## src/rtl/wrbuf_pkg.sv

```systemverilog
package wrbuf_pkg;
   typedef enum logic [1:0] {
      COP_NOP = 2'd0,
      COP_WR  = 2'd1,
      COP_RD  = 2'd2,
      COP_RSV = 2'd3
   } colop_e;
endpackage

```

## src/rtl/wrbuf_policy.sv

```systemverilog
module wrbuf_policy
   import wrbuf_pkg::*;
(
   input  logic       col_vld,
   input  logic [1:0] col_op,
   input  logic       same_dev,
   input  logic       held,
   output logic       capture,
   output logic       retire,
   output logic       rd_same
);
   colop_e op;
   logic   is_wr, is_rd, is_nop;

   always_comb begin
      op      = colop_e'(col_op);
      is_wr   = col_vld && (op == COP_WR);
      is_rd   = col_vld && (op == COP_RD);
      is_nop  = col_vld && (op == COP_NOP);
      capture = is_wr && same_dev;
      // same-device read keeps the internal path busy: no retire
      retire  = held && (is_wr || is_nop || (is_rd && !same_dev));
      rd_same = is_rd && same_dev;
   end
endmodule

```

## src/rtl/wrbuf_tag.sv

```systemverilog
module wrbuf_tag #(
   parameter int BANK_W = 5,
   parameter int COL_W  = 7
) (
   input  logic              clk,
   input  logic              arst_n,
   input  logic              capture,
   input  logic              retire,
   input  logic [BANK_W-1:0] in_bank,
   input  logic [COL_W-1:0]  in_col,
   output logic              held_q,
   output logic [BANK_W-1:0] bank_q,
   output logic [COL_W-1:0]  col_q,
   output logic              match
);
   always_ff @(posedge clk or negedge arst_n) begin
      if (!arst_n) begin
         held_q <= 1'b0;
         bank_q <= '0;
         col_q  <= '0;
      end else if (capture) begin
         held_q <= 1'b1;
         bank_q <= in_bank;
         col_q  <= in_col;
      end else if (retire) begin
         held_q <= 1'b0;
      end
   end

   assign match = held_q && (bank_q == in_bank) && (col_q == in_col);
endmodule

```

## src/rtl/wrbuf_lane.sv

```systemverilog
module wrbuf_lane #(
   parameter int LANE_BYTES = 8,
   parameter int BYTE_W     = 9,
   localparam int LANE_W    = LANE_BYTES * BYTE_W
) (
   input  logic                  clk,
   input  logic                  arst_n,
   input  logic                  capture,
   input  logic [LANE_W-1:0]     din,
   input  logic [LANE_BYTES-1:0] min,
   output logic [LANE_W-1:0]     dq,
   output logic [LANE_BYTES-1:0] mq
);
   always_ff @(posedge clk or negedge arst_n) begin
      if (!arst_n) begin
         dq <= '0;
         mq <= '0;
      end else if (capture) begin
         dq <= din;
         mq <= min;
      end
   end
endmodule

```

## src/rtl/wrbuf_defer.sv

```systemverilog
module wrbuf_defer #(
   parameter int BANK_W = 5,
   parameter int COL_W  = 7,
   parameter int BYTES  = 16,
   parameter bit WIDE   = 1'b1,
   parameter int LANES  = 2,
   localparam int BYTE_W     = WIDE ? 9 : 8,
   localparam int DATA_W     = BYTES * BYTE_W,
   localparam int LANE_BYTES = BYTES / LANES,
   localparam int LANE_W     = LANE_BYTES * BYTE_W
) (
   input  logic              clk,
   input  logic              arst_n,
   input  logic              col_vld,
   input  logic [1:0]        col_op,
   input  logic              same_dev,
   input  logic [BANK_W-1:0] col_bank,
   input  logic [COL_W-1:0]  col_col,
   input  logic [DATA_W-1:0] wr_data,
   input  logic [BYTES-1:0]  wr_mask,
   output logic              ret_vld,
   output logic [BANK_W-1:0] ret_bank,
   output logic [COL_W-1:0]  ret_col,
   output logic [DATA_W-1:0] ret_data,
   output logic [BYTES-1:0]  ret_mask,
   output logic              rd_hit
);
   generate
      if (LANES < 1 || (BYTES % LANES) != 0)
         $error("wrbuf_defer: BYTES must split evenly over LANES");
      if (BANK_W < 1 || COL_W < 1)
         $error("wrbuf_defer: address widths must be positive");
   endgenerate

   logic              capture, retire, rd_same, match, held_q;
   logic [BANK_W-1:0] bank_q;
   logic [COL_W-1:0]  col_q;
   logic [DATA_W-1:0] data_q;
   logic [BYTES-1:0]  mask_q;

   wrbuf_policy u_policy (
      .col_vld (col_vld),
      .col_op  (col_op),
      .same_dev(same_dev),
      .held    (held_q),
      .capture (capture),
      .retire  (retire),
      .rd_same (rd_same)
   );

   wrbuf_tag #(.BANK_W(BANK_W), .COL_W(COL_W)) u_tag (
      .clk    (clk),
      .arst_n (arst_n),
      .capture(capture),
      .retire (retire),
      .in_bank(col_bank),
      .in_col (col_col),
      .held_q (held_q),
      .bank_q (bank_q),
      .col_q  (col_q),
      .match  (match)
   );

   for (genvar l = 0; l < LANES; l++) begin : g_lane
      wrbuf_lane #(.LANE_BYTES(LANE_BYTES), .BYTE_W(BYTE_W)) u_lane (
         .clk    (clk),
         .arst_n (arst_n),
         .capture(capture),
         .din    (wr_data[l*LANE_W +: LANE_W]),
         .min    (wr_mask[l*LANE_BYTES +: LANE_BYTES]),
         .dq     (data_q[l*LANE_W +: LANE_W]),
         .mq     (mask_q[l*LANE_BYTES +: LANE_BYTES])
      );
   end

   always_ff @(posedge clk or negedge arst_n) begin
      if (!arst_n) begin
         ret_vld  <= 1'b0;
         ret_bank <= '0;
         ret_col  <= '0;
         ret_data <= '0;
         ret_mask <= '0;
         rd_hit   <= 1'b0;
      end else begin
         ret_vld <= retire;
         rd_hit  <= rd_same && match;
         if (retire) begin
            ret_bank <= bank_q;
            ret_col  <= col_q;
            ret_data <= data_q;
            ret_mask <= mask_q;
         end
      end
   end
endmodule

```

## config.mk

```make
export PLATFORM = sky130hd
export DESIGN_NAME = wrbuf_defer
export DESIGN_NICKNAME = d
export VERILOG_FILES = /design/src/rtl/wrbuf_pkg.sv /design/src/rtl/wrbuf_policy.sv /design/src/rtl/wrbuf_tag.sv /design/src/rtl/wrbuf_lane.sv /design/src/rtl/wrbuf_defer.sv
export SDC_FILE = /design/constraint.sdc
export NUM_CORES = 1
export LEC_CHECK = 0
export ABC_CLOCK_PERIOD_IN_PS = 1630
export BUFFER_PORTS_ARGS = -buffer_cell sky130_fd_sc_hd__buf_2
export CAP_MARGIN = 20
export CORE_UTILIZATION = 53
export DETAILED_ROUTE_END_ITERATION = 7
export PLACE_DENSITY = 0.8
export SYNTH_ARGS = -nofsm -noshare
export SYNTH_HDL_FRONTEND = slang
export SYNTH_SLANG_ARGS = --single-unit
export TNS_END_PERCENT = 20
```

## constraint.sdc

```tcl
create_clock -name clk -period 1.63 [get_ports clk]
set_clock_uncertainty 0.15 [all_clocks]
set_input_delay 0.2445 -clock clk [delete_from_list [all_inputs] [get_ports clk]]
set_output_delay 0.2445 -clock clk [all_outputs]
set_load 0.05 [all_outputs]
```

After elaboration in Yosys (flattened, before gate mapping). Cells that the tools add are included.

Flip-flop bits (word level): 347. Logic and storage cells: 34.

Equality and inequality tests: 4. Mux-type cells: 2. Reduce and logical (&&, ||, !) cells: 15.

Operators with widths (count): $logic_and A1 B1 Y1 (10); $eq A7 B7 Y1 (1); $eq A5 B5 Y1 (1); $eq A2 B1 Y1 const B (1); $eq A2 B2 Y1 const B (1); $logic_not A2 Y1 (1); $logic_or A1 B1 Y1 (2); $mux W1 (2); $reduce_bool A2 Y1 (1); $logic_not A1 Y1 (1).

Logic depth before layout (Yosys ltp). Gate-level depths: netlist of run 1.

Word-level depth: 7. Mapped depth: 5.

Modules after synthesis. Synthesis of run 1 repeated with hierarchy kept, for this count alone.

Cell total of the unflattened synthesis: 754. Area, all modules: 14166.1 um^2.

By module, submodules not included: wrbuf_defer (times used 1, cells an instance 366, area each 6755.2 um^2); wrbuf_lane (times used 2, cells an instance 169, area each 3374.5 um^2); wrbuf_tag (times used 1, cells an instance 45, area each 621.8 um^2); wrbuf_policy (times used 1, cells an instance 5, area each 40.0 um^2).

Least setup slack after synthesis of run 1. No wires, ideal clock.

Kind: input to register. Start: input col_op[0]. End: register ret_col[0]. Library setup time: 0.125 ns. Arrival time: 1.171 ns. Slack: 0.184 ns. Stages: 5. Buffers on the path: 2. Cells stage by stage: o21ai_1 > and3_4 > buf_6 > buf_6 > mux2_4.

Cells in the longest elaborated chain, start to end: 5. Elaborated cells on any way between the ends: 10. Classes of those cells: 2 x eq/ne; 8 x reduce/logical.

RTL lines: start, declared (line wrbuf_defer.sv:15) `input logic [1:0] col_op,`; $eq A2 B1 Y1 (tied with other cells) (line wrbuf_policy.sv:17) `is_wr = col_vld && (op == COP_WR);`; $logic_and A1 B1 Y1, on equally long branches (line wrbuf_policy.sv:17, wrbuf_policy.sv:18, wrbuf_policy.sv:19); $logic_or A1 B1 Y1 / $logic_and A1 B1 Y1 (equally long branches) (line wrbuf_policy.sv:22) `retire = held && (is_wr || is_nop || (is_rd && !same_dev));`; $logic_or A1 B1 Y1 (*) (line wrbuf_policy.sv:22); $logic_and A1 B1 Y1 (*) (line wrbuf_policy.sv:22); end signal, assigned (line wrbuf_defer.sv:89) `ret_col <= col_q;`; end, declared (line wrbuf_defer.sv:23) `output logic [COL_W-1:0] ret_col,`.

Mark *: on every way between the ends. The rest lies on a longest branch, timed or not. A chain may end at the register's enable or synchronous reset.

Final worst setup path of run 1.
Start: register u_tag.held_q. End: register ret_data[21].

Cells in the longest elaborated chain, start to end: 1.

RTL lines: start, declared (line wrbuf_tag.sv:11) `output logic held_q,`; start signal, assigned (line wrbuf_tag.sv:18) `held_q <= 1'b0;`; start signal, assigned (line wrbuf_tag.sv:22) `held_q <= 1'b1;`; start signal, assigned (line wrbuf_tag.sv:26) `held_q <= 1'b0;`; $logic_and A1 B1 Y1 (line wrbuf_policy.sv:22); end signal, assigned (line wrbuf_defer.sv:90) `ret_data <= data_q;`; end, declared (line wrbuf_defer.sv:24) `output logic [DATA_W-1:0] ret_data,`.

Every way passes these cells.

==> results of run 1 <==
==> worst max-delay path, stage by stage (launching register included) <==
cell and delay (ns):
dfrtp_1 0.39, and3_4 0.27, buf_12 0.17, buf_12 0.16
mux2_2 0.35
==> cells in the final DEF, fill, tap and decap left out <==
cell type	count
clkinv_2	6
buf_4	32
mux2_2	213
clkbuf_1	5
a21o_1	1
clkbuf_8	10
clkbuf_16	38
a21boi_0	1
mux2_1	21
dlygate4sd3_1	177
nand2_1	2
xnor2_1	12
dfrtp_1	347
buf_8	1
nand4_1	3
clkinvlp_4	2
nand2_2	1
nor4_1	1
or3_1	1
mux2_4	110
o21ai_1	2
buf_12	24
buf_2	350
and3_4	1
diode_2	4
inv_6	2
nand4b_1	1
bufinv_16	3
==> where the power goes <==
group / switching (uW) / leakage (uW) / internal (uW)
Combinational: 10400 / 0.00456 / 4790
Sequential: 1880 / 0.00419 / 11700
Clock: 3410 / 0.000609 / 5110
Total: 15700 / 0.00936 / 21600
==> through the flow <==
| stage | hold WS (ns) | worst slack, ns | power, uW | setup TNS [ns] |
|---|---|---|---|---|
| floorplan | -0.201 | 0.184 | 24000 | 0 |
| global placement | -0.0184 | -0.0842 | 27500 | -8.21 |
| detailed placement | -0.0187 | -0.109 | 27900 | -11.21 |
| CTS | 0.0441 | 0.0389 | 36900 | 0 |
| global route | 0.0595 | -0.0464 | 38600 | -0.796 |
| finish | 0.0477 | -0.0210 | 37300 | -0.0580 |
==> cell type report <==
type	instances	area, sq um	area share, %
well taps	324	405	2.12
clock inverters	13	153	0.799
diodes	4	10.0	0.0524
repair buffers	585	4280	22.4
clock buffers	52	1080	5.67
flip-flops and latches	347	8680	45.5
multi-input cells	370	4480	23.5
==> what timing repair did <==
item	in CTS	in global routing
hold buffers	177	0
endpoints found under the setup margin	0	70
buffers inserted	0	1
resized for setup	0	23
hold endpoints to repair	521	0
==> cell families after synthesis <==
family                 after synthesis
buffers and inverters               38
flip-flops                         347
AND/OR/NAND/NOR                     10
XOR/XNOR                            12
multiplexers                       344
AO/OA/AOI/OAI                        4
==> flip-flops by register name (all words and copies together) (netlist names) <==
register and flops:
ret_data 144, u_tag.bank_q 5, u_tag.held_q 1, ret_mask 16, ret_vld 1, g_lane.u_lane.mq 16, rd_hit 1, ret_col 7
u_tag.col_q 7, ret_bank 5, g_lane.u_lane.dq 144
==> metal layers <==
layer	wire length, um	vias to the layer above	part of all wire [%]
met1	13500	4510	37
met5	0	-	0
met4	1420	0	3.9
met3	2100	99	5.8
li1	-	3827	-
met2	19200	329	53
==> how the worst max path moves through the flow <==
stage,slack (ns),end
floorplan,0.18,ret_col[0]$_DFFE_PN0P_
global placement,-0.08,ret_data[127]$_DFFE_PN0P_
detailed placement,-0.11,ret_data[113]$_DFFE_PN0P_
CTS,0.04,ret_data[125]
global route,-0.05,ret_data[21]$_DFFE_PN0P_
finish,-0.02,ret_data[21]$_DFFE_PN0P_
==> results.md, run 1 <==
* Run status: complete, but fails checks
* Failing checks: negative setup slack
* DRC violations left at 0
* Post-layout min period at between 1.5 and 2 ns
* Top post-synthesis cells by area: dfrtp_1 65%, mux2_2 19%, mux2_4 10%, buf_6 2.3%, mux2_1 1.8%
* Leak pwr at 0.00936 uW
* 1st-pass router iterations at 4
* CP max FO at 13
* Critical Path Start: u_tag.held_q$_DFFE_PN0P_
* Crit start category: flip-flop
* #FFs+latches synth at around 350
* Initial drt markers at approximately 450
* Nets@finish at ~1500
* Post-synthesis cell type count at 17
* Starting Density at around 55%
* Post-route setup slack at -0.0210 ns
* Post-synthesis xor/xnor area fraction at less than 1%
* Post-Synth Simple-Gate Area at less than 1%
* FF-to-FF End: ret_data[21]$_DFFE_PN0P_
* Initial antenna violation count at 4
* RSZ-0062 raised after global routing: true
* Critical path arrival at around 1.9 ns
* M3 GR Usage at under 10%
* Post-synthesis mux area share at between 30 and 40%
* Num CTS Buffers at 36
* I/O pins at 352
* Combinational family with the most area after synthesis: multiplexers
* Avg Inst Size Synth at 17.8 sq um
* Worst-Margin Slew at between 0.4 and 0.5 ns
* Port Buffers at about 350
* Cell Area, Synth at around 13000 sq um
* Final Cell Area at around 19000 sq um
* Met1 Use GR at around a third
* CTS root buf: clkbuf_16
* Total routed wirelength at approximately 36000 um
* Placed Instances at roughly 1400
* Compound-cell area share of the yosys netlist at less than 1%
* Core Area at between 20000 and 25000 sq um
* Slew margin rel. at between 70% and 80%
* Fin util at 77.6%
* Synth top area share at ~65%
* Met2 usage at 50.6%
* R2R Path Start: u_tag.held_q$_DFFE_PN0P_
* Number of flops mapped to enable cells by yosys at 0
* Fill cells at 1300
* Die footprint at about 26000 sq um
* Fin. Hold Viols at 0
* FF-to-FF setup slack at -0.02 ns
* Finished Layout Cells at 1695
* CP Capture Type: flip-flop
* Antenna Nets Post-Route at 0
* Synth Area in Adders at 0%
* CTS tree: built
* Die X at between 150 and 200 um
* Vias in the first global route at between 10000 and 15000
* Sequential area share after synthesis at 64.5%
* Final GP Congestion at 0.755
* Slew Limit Fails at 0
* Maximum clock path buffer count at 3
* Cell accounting for the most synthesized area: dfrtp_1
* Prevailing post-synth register cell: dfrtp_1
* Worst IR Drop VDD at 0.00166 V
* Final Cycle Share at 101%
* Total of max-cap violations at 0
* Total global routing overflow at 0
* Total number of vias at between 8000 and 9000
* Dpl hpwl at between 20000 and 25000 um
* Async SR Flop Fraction at 100%
* Chip Height at about 160 um
* First-pass GRT wire length at approximately 56000 um
* Clk sink count at 347
* Worst skew pair latency at about 0.52 ns
* Count leader, synth: dfrtp_1
* Syn Inst Count at between 700 and 800
* Grt peak-use layer: met2
* Area Growth Syn to Fin at 42.0%
* Cell Rows at 57
* Mean routed wirelength per cell at 21.4 um
* Crit Path Class: reg2reg
* # H-tree levels at 2
* Global-route usage over all layers at 28.1%
* R2R cell count at 4
* Yosys warning total at 0
* Synth Net Count at 933
* Placed inst area at approximately 16000 sq um
* Share of layout cells above drive strength 1 at 58.0%
* Final setup fails at 9
* PD cells at approximately 2000 nW/um^2
* Hold Crit Class: in2async
* Largest net degree at the start of global routing at 76
* Via-to-Cell Ratio at roughly 5.2
* Post-synth top cells: 347 x dfrtp_1, 232 x mux2_2, 90 x mux2_4
* Worst-path clk slew at around 0.060 ns
* Worst EP required at 1.85 ns
* Fmax at 0.606 GHz
No activity file was read; power rests on OpenSTA's default activity.
==> run 2, diff against run 1 <==
--- a/config.mk
+++ b/config.mk
@@ -10,7 +10,7 @@
 export CAP_MARGIN = 20
 export CORE_UTILIZATION = 53
 export DETAILED_ROUTE_END_ITERATION = 7
-export PLACE_DENSITY = 0.8
+export PLACE_DENSITY_LB_ADDON = 0.15
 export SYNTH_ARGS = -nofsm -noshare
 export SYNTH_HDL_FRONTEND = slang
 export SYNTH_SLANG_ARGS = --single-unit
==> run 2 against run 1 <==
- the flow now finishes without violations
- via count fell by 4.2%
- non-clock buffer count fell by 11
- critical path depth did not move
- design area fell by 1.4%
- die area did not move
- hold slack improved by 0.021 ns
- first-iteration DRC count fell by 18%
==> results.md, run 2 (same netlist as run 1, synthesis figures left out) <==
* Run status: finished, final reports clean
* Slew Limit Fails at 0
* Critical path arrival at around 1.8 ns
* Dpl hpwl at ~21000 um
* Critical Path Start: u_tag.held_q$_DFFE_PN0P_
* Flop pwr share at roughly 37%
* Total of max-cap violations at 0
* 1st-pass router iterations at 4
* Fmax at around 0.64 GHz
* Maximum clock path buffer count at 3
* Crit Path Class: reg2reg
* Initial drt markers at 366
* Worst Setup EP: ret_data[87]$_DFFE_PN0P_
* Starting Density at between 50% and 60%
* Resized cells post-CTS at 0
* Final setup fails at 0
* Initial antenna violation count at 1
* R2R Path Start: u_tag.held_q$_DFFE_PN0P_
* Mean routed wirelength per cell at slightly below 20 um
* CP Capture Type: flip-flop
* Hold Crit Class: in2async
* Sw Ratio at a little over two fifths
* Worst slack at placement at -0.110 ns
* Antenna Nets Post-Route at 0
* RSZ-0062 raised after global routing: false
* CP max FO at 16
* Final Cycle Share at a little over nine tenths
* Chip Height at between 150 and 200 um
* Slew margin rel. at between 70 and 80%
* Nets@finish at 1508
* Global-route usage over all layers at 25.3%
* Total number of vias at ~8400
* Cell Rows at between 50 and 60
* Worst-path clk slew at approximately 0.06 ns
* Fin util at between 70% and 80%
* Num CTS Buffers at 37
* DRC violations left at 0
* Clk sink count at around 350
* Vias in the first global route at roughly 9200
* Combinational Power Share at 40.8%
* Total routed wirelength at ~32000 um
* Post-route setup slack at 0.0591 ns
* First-pass GRT wire length at 51200 um
* FF-to-FF End: ret_data[87]$_DFFE_PN0P_
* Post-layout min period at between 1.5 and 2 ns
* Die X at between 150 and 200 um
* Via-to-Cell Ratio at between 5 and 6
* Worst EP required at about 1.9 ns
* # H-tree levels at 2
* Port Buffers at about 350
* Worst-Margin Slew at just over 0.4 ns
* Clock share of power at 22.7%
* R2R cell count at 4
* Crit start category: flip-flop
* Worst skew pair latency at 0.50 ns
* CTS root buf: clkbuf_16
* CTS tree: built
* Fin. Hold Viols at 0
* Share of layout cells above drive strength 1 at a little under three fifths
* Internal Power at 21300 uW
* Leak pwr at roughly 0.0092 uW
* I/O pins at ~350
* Area Growth Syn to Fin at 39.9%
* Commonest non-fill, non-tap cell in the layout: buf_2
* Final GP Congestion at ~0.8
* Commonest non-fill, non-tap cells in the layout: 350 x buf_2, 347 x dfrtp_1, 232 x mux2_2, 175 x dlygate4sd3_1, 90 x mux2_4
* P_sw at approximately 15000 uW
* Top Registers: g_lane.u_lane.dq (144), ret_data (144)
* Die footprint at approximately 26000 sq um
* Core Area at 24600 sq um
* Worst IR Drop VDD at 0.00135 V
* PD cells at a little under 2000 nW/um^2
* Total global routing overflow at 0
* FF-to-FF setup slack at 0.06 ns
* Largest net degree at the start of global routing at between 60 and 70
run 2: layout make-up:
| type | count | area (sq um) |
|---|---|---|
| Sequential cell | 347 | 8680 |
| Timing Repair Buffer | 574 | 4140 |
| Antenna cell | 1 | 2.50 |
| Clock inverter | 13 | 176 |
| Tap cell | 324 | 405 |
| Fill cell | 1391 | 5780 |
| Clock buffer | 49 | 1010 |
| Multi-Input combinational cell | 370 | 4400 |
run 2: repair_timing:
| action | 4_1_cts | 5_1_grt |
|---|---|---|
| hold endpoints to repair | 521 | 0 |
| hold buffers | 175 | 0 |
| setup buffers | 0 | 0 |
run 2: through the flow:
step	instances	hold slack (ns)	power [uW]	setup TNS, ns	instance area [sq um]
after floorplan	755	-0.201	24000	0	13500
after global placement	1440	0.00878	27500	-8.41	15900
after detailed placement	1440	0.00853	27900	-12.94	15900
after CTS	1677	0.0508	36600	0	18800
after global routing	1678	0.0836	38000	0	18800
final	1678	0.0689	36500	0	18800
run 2: power by group through the flow:
stage          Combinational [uW]  Sequential, uW  Clock (uW)
6_report                    14900           13300        8290
5_1_grt                     15400           13700        8790
4_1_cts                     14900           13300        8450
3_5_place_dp                14500           13400           0
3_3_place_gp                14300           13200           0
2_1_floorplan                3300           20700           0
run 2: layer usage:
| metal | vias to the layer above | global-route usage, % | share of wire (%) |
|---|---|---|---|
| li1 | 3821 | - | - |
| met1 | 4232 | 31.7 | 41 |
| met2 | 279 | 43.1 | 50 |
| met3 | 65 | 6.09 | 6.4 |
| met4 | 0 | 8.88 | 3.0 |
| met5 | - | 0 | 0 |
run 2: critical path, stage by stage (launching register included):
cell	delay, ns
dfrtp_1	0.36
and3_4	0.22
buf_12	0.17
buf_12	0.16
mux2_2	0.36
run 2: worst min path at each step:
| stage | slack [ns] | to | startpoint |
|---|---|---|---|
| global route | 0.08 | g_lane[0].u_lane.dq[44]$_DFFE_PN0P_ | arst_n |
| detailed placement | 0.009 | ret_data[57]$_DFFE_PN0P_ | arst_n |
| finish | 0.07 | ret_data[57]$_DFFE_PN0P_ | arst_n |
| floorplan | -0.20 | g_lane[0].u_lane.dq[0]$_DFFE_PN0P_ | arst_n |
| CTS | 0.05 | u_tag.held_q$_DFFE_PN0P_ | col_op[1] |
| global placement | 0.009 | ret_data[57]$_DFFE_PN0P_ | arst_n |
==> run 3, diff against run 2 <==
--- a/config.mk
+++ b/config.mk
@@ -8,7 +8,7 @@
 export ABC_CLOCK_PERIOD_IN_PS = 1630
 export BUFFER_PORTS_ARGS = -buffer_cell sky130_fd_sc_hd__buf_2
 export CAP_MARGIN = 20
-export CORE_UTILIZATION = 53
+export CORE_UTILIZATION = 29
 export DETAILED_ROUTE_END_ITERATION = 7
 export PLACE_DENSITY_LB_ADDON = 0.15
 export SYNTH_ARGS = -nofsm -noshare
==> run 3 against run 2 <==
- count of clock-buffer cells in the layout rose by 12
- register-to-register slack barely moved
- die area rose by 82%
- sequential cell count did not move
- utilization fell by 34 points
- critical path depth did not move
- sequential share of layout area fell by 1.6 points
==> results.md, run 3 (same netlist as run 1, synthesis figures left out) <==
* CP Capture Type: flip-flop
* Nets@finish at 1524
* Worst-Margin Slew at between 0.4 and 0.5 ns
* Dpl hpwl at ~23000 um
* Maximum clock path buffer count at 3
* # H-tree levels at 2
* Total negative slack at 0 ns
* PD cells at 1900 nW/um^2
* Total routed wirelength at between 30000 and 40000 um
* Core Area at ~46000 sq um
* First-pass GRT wire length at 52900 um
* Hold Crit Class: in2reg
* Clk sink count at between 300 and 400
* Port Buffers at 351
* Via-to-Cell Ratio at between 4 and 5
* Initial antenna violation count at 1
* Fill cells at approximately 4200
* Vias in the first global route at between 9000 and 10000
* Total number of vias at ~8400
* Fin. Hold Viols at 0
* Routed metal-1 wire length at ~15000 um
* Leak pwr at 0.00935 uW
* Crit start category: flip-flop
* Worst skew pair latency at 0.54 ns
* WL met3 at 2010 um
* Initial drt markers at around 280
* Final Cycle Share at 96.6%
* DRC violations left at 0
* Final GP Congestion at 0.728
* Final Cell Area at 19500 sq um
* Placed inst area at approximately 16000 sq um
* Commonest non-fill, non-tap cell in the layout: dfrtp_1
* Total of max-cap violations at 0
* CTS tree: built
* Die X at approximately 220 um
* Total global routing overflow at 0
* RSZ-0062 raised after global routing: true
* Slew Limit Fails at 0
* Top Registers: g_lane.u_lane.dq (144), ret_data (144)
* Worst slack at placement at -0.0997 ns
* Run status: finished, final reports clean
* Final setup fails at 0
* Setup bufs post-CTS at 0
* CP max FO at 15
* Starting Density at roughly 30%
* Final hold slack at about 0.014 ns
* Mean routed wirelength per cell at 16.9 um
* 1st-pass router iterations at 4
* Routed wl met2 at ~15000 um
* Commonest non-fill, non-tap cells in the layout: 347 x dfrtp_1, 322 x buf_2, 231 x mux2_2, 176 x dlygate4sd3_1, 91 x mux2_4
* Cell Rows at 78
* I/O pins at about 350
* Post-route setup slack at 0.0558 ns
* Share of layout cells above drive strength 1 at 57.7%
* Critical path arrival at 1.84 ns
* Worst IR Drop VDD at 0.00118 V
* Post-layout min period at between 1.5 and 2 ns
* Slew margin rel. at between 70 and 80%
* Area Growth Syn to Fin at 45.0%
* Antenna Nets Post-Route at 0
* Largest net degree at the start of global routing at 53
* Top sig layer: met4
* Worst EP required at between 1.5 and 2 ns
* Num CTS Buffers at 41
* Fin util at a little over two fifths
* Chip Height at around 220 um
* Worst-path clk slew at 0.06 ns
* Die footprint at 47300 sq um
* Fmax at 0.635 GHz
* Crit Path Class: reg2reg
* CTS root buf: clkbuf_16
* Global-route usage over all layers at between 10% and 20%
[run 3: cell types whose count changed in the layout (fill, tap and decap cells not counted), sizes merged]
cell | before | now
buf | 399 | 388
bufinv | 4 | 1
clkbuf | 49 | 83
clkinvlp | 0 | 1
dlygate4sd3 | 175 | 176
[run 3: cell type report]
class                           count  area [sq um]  share of cell area (%)
Clock buffer                       61          1200                    6.17
Timing Repair Buffer              586          4370                    22.4
Multi-Input combinational cell    370          4410                    22.6
Sequential cell                   347          8680                    44.5
Tap cell                          600           751                    3.85
Antenna cell                        1          2.50                  0.0128
Clock inverter                     11          86.3                   0.443
[run 3: worst max-delay path, cell delays in order, from the launching register on]
cell	delay (ns)
dfrtp_1	0.38
and3_4	0.25
buf_12	0.16
buf_12	0.16
mux2_2	0.34
[run 3: what timing repair did]
item | CTS | global route
resized for setup | 6 | 23
setup endpoints to repair | 6 | 30
hold endpoints to repair | 521 | 0
hold buffers | 176 | 0
[run 3: path summary, 6_finish.rpt]
| check | end | slack (ns) | cells after the start | startpoint |
|---|---|---|---|---|
| setup / recovery | ret_data[42]$_DFFE_PN0P_ | 0.06 | 4 | u_tag.held_q$_DFFE_PN0P_ |
| hold / removal | rd_hit$_DFF_PN0_ | 0.01 | 4 | col_vld |
| setup reg to reg | ret_data[42]$_DFFE_PN0P_ | 0.06 | 4 | u_tag.held_q$_DFFE_PN0P_ |
| hold reg to reg | ret_data[79]$_DFFE_PN0P_ | 0.33 | 1 | g_lane[1].u_lane.dq[7]$_DFFE_PN0P_ |
| max in group asynchronous | g_lane[0].u_lane.dq[49]$_DFFE_PN0P_ | 0.54 | 3 | arst_n |
| min in group asynchronous | ret_col[3]$_DFFE_PN0P_ | 0.07 | 2 | arst_n |
[run 3: report_power, final]
part	switching, uW	total (uW)	internal (uW)
Sequential	1590	13300	11700
Clock	3500	8750	5250
Combinational	10100	15000	4810
[run 3: stage by stage]
stage	total power, uW	cells
floorplan	24000	755
global placement	27800	1727
detailed placement	28000	1727
CTS	37400	1975
global route	38800	1976
finish	37000	1976
[run 3: per-layer routing]
| metal | GRT usage, % | up-vias |
|---|---|---|
| met3 | 4.15 | 44 |
| met5 | 0 | - |
| li1 | - | 3864 |
| met2 | 22.3 | 219 |
| met4 | 3.54 | 0 |
| met1 | 19.4 | 4272 |
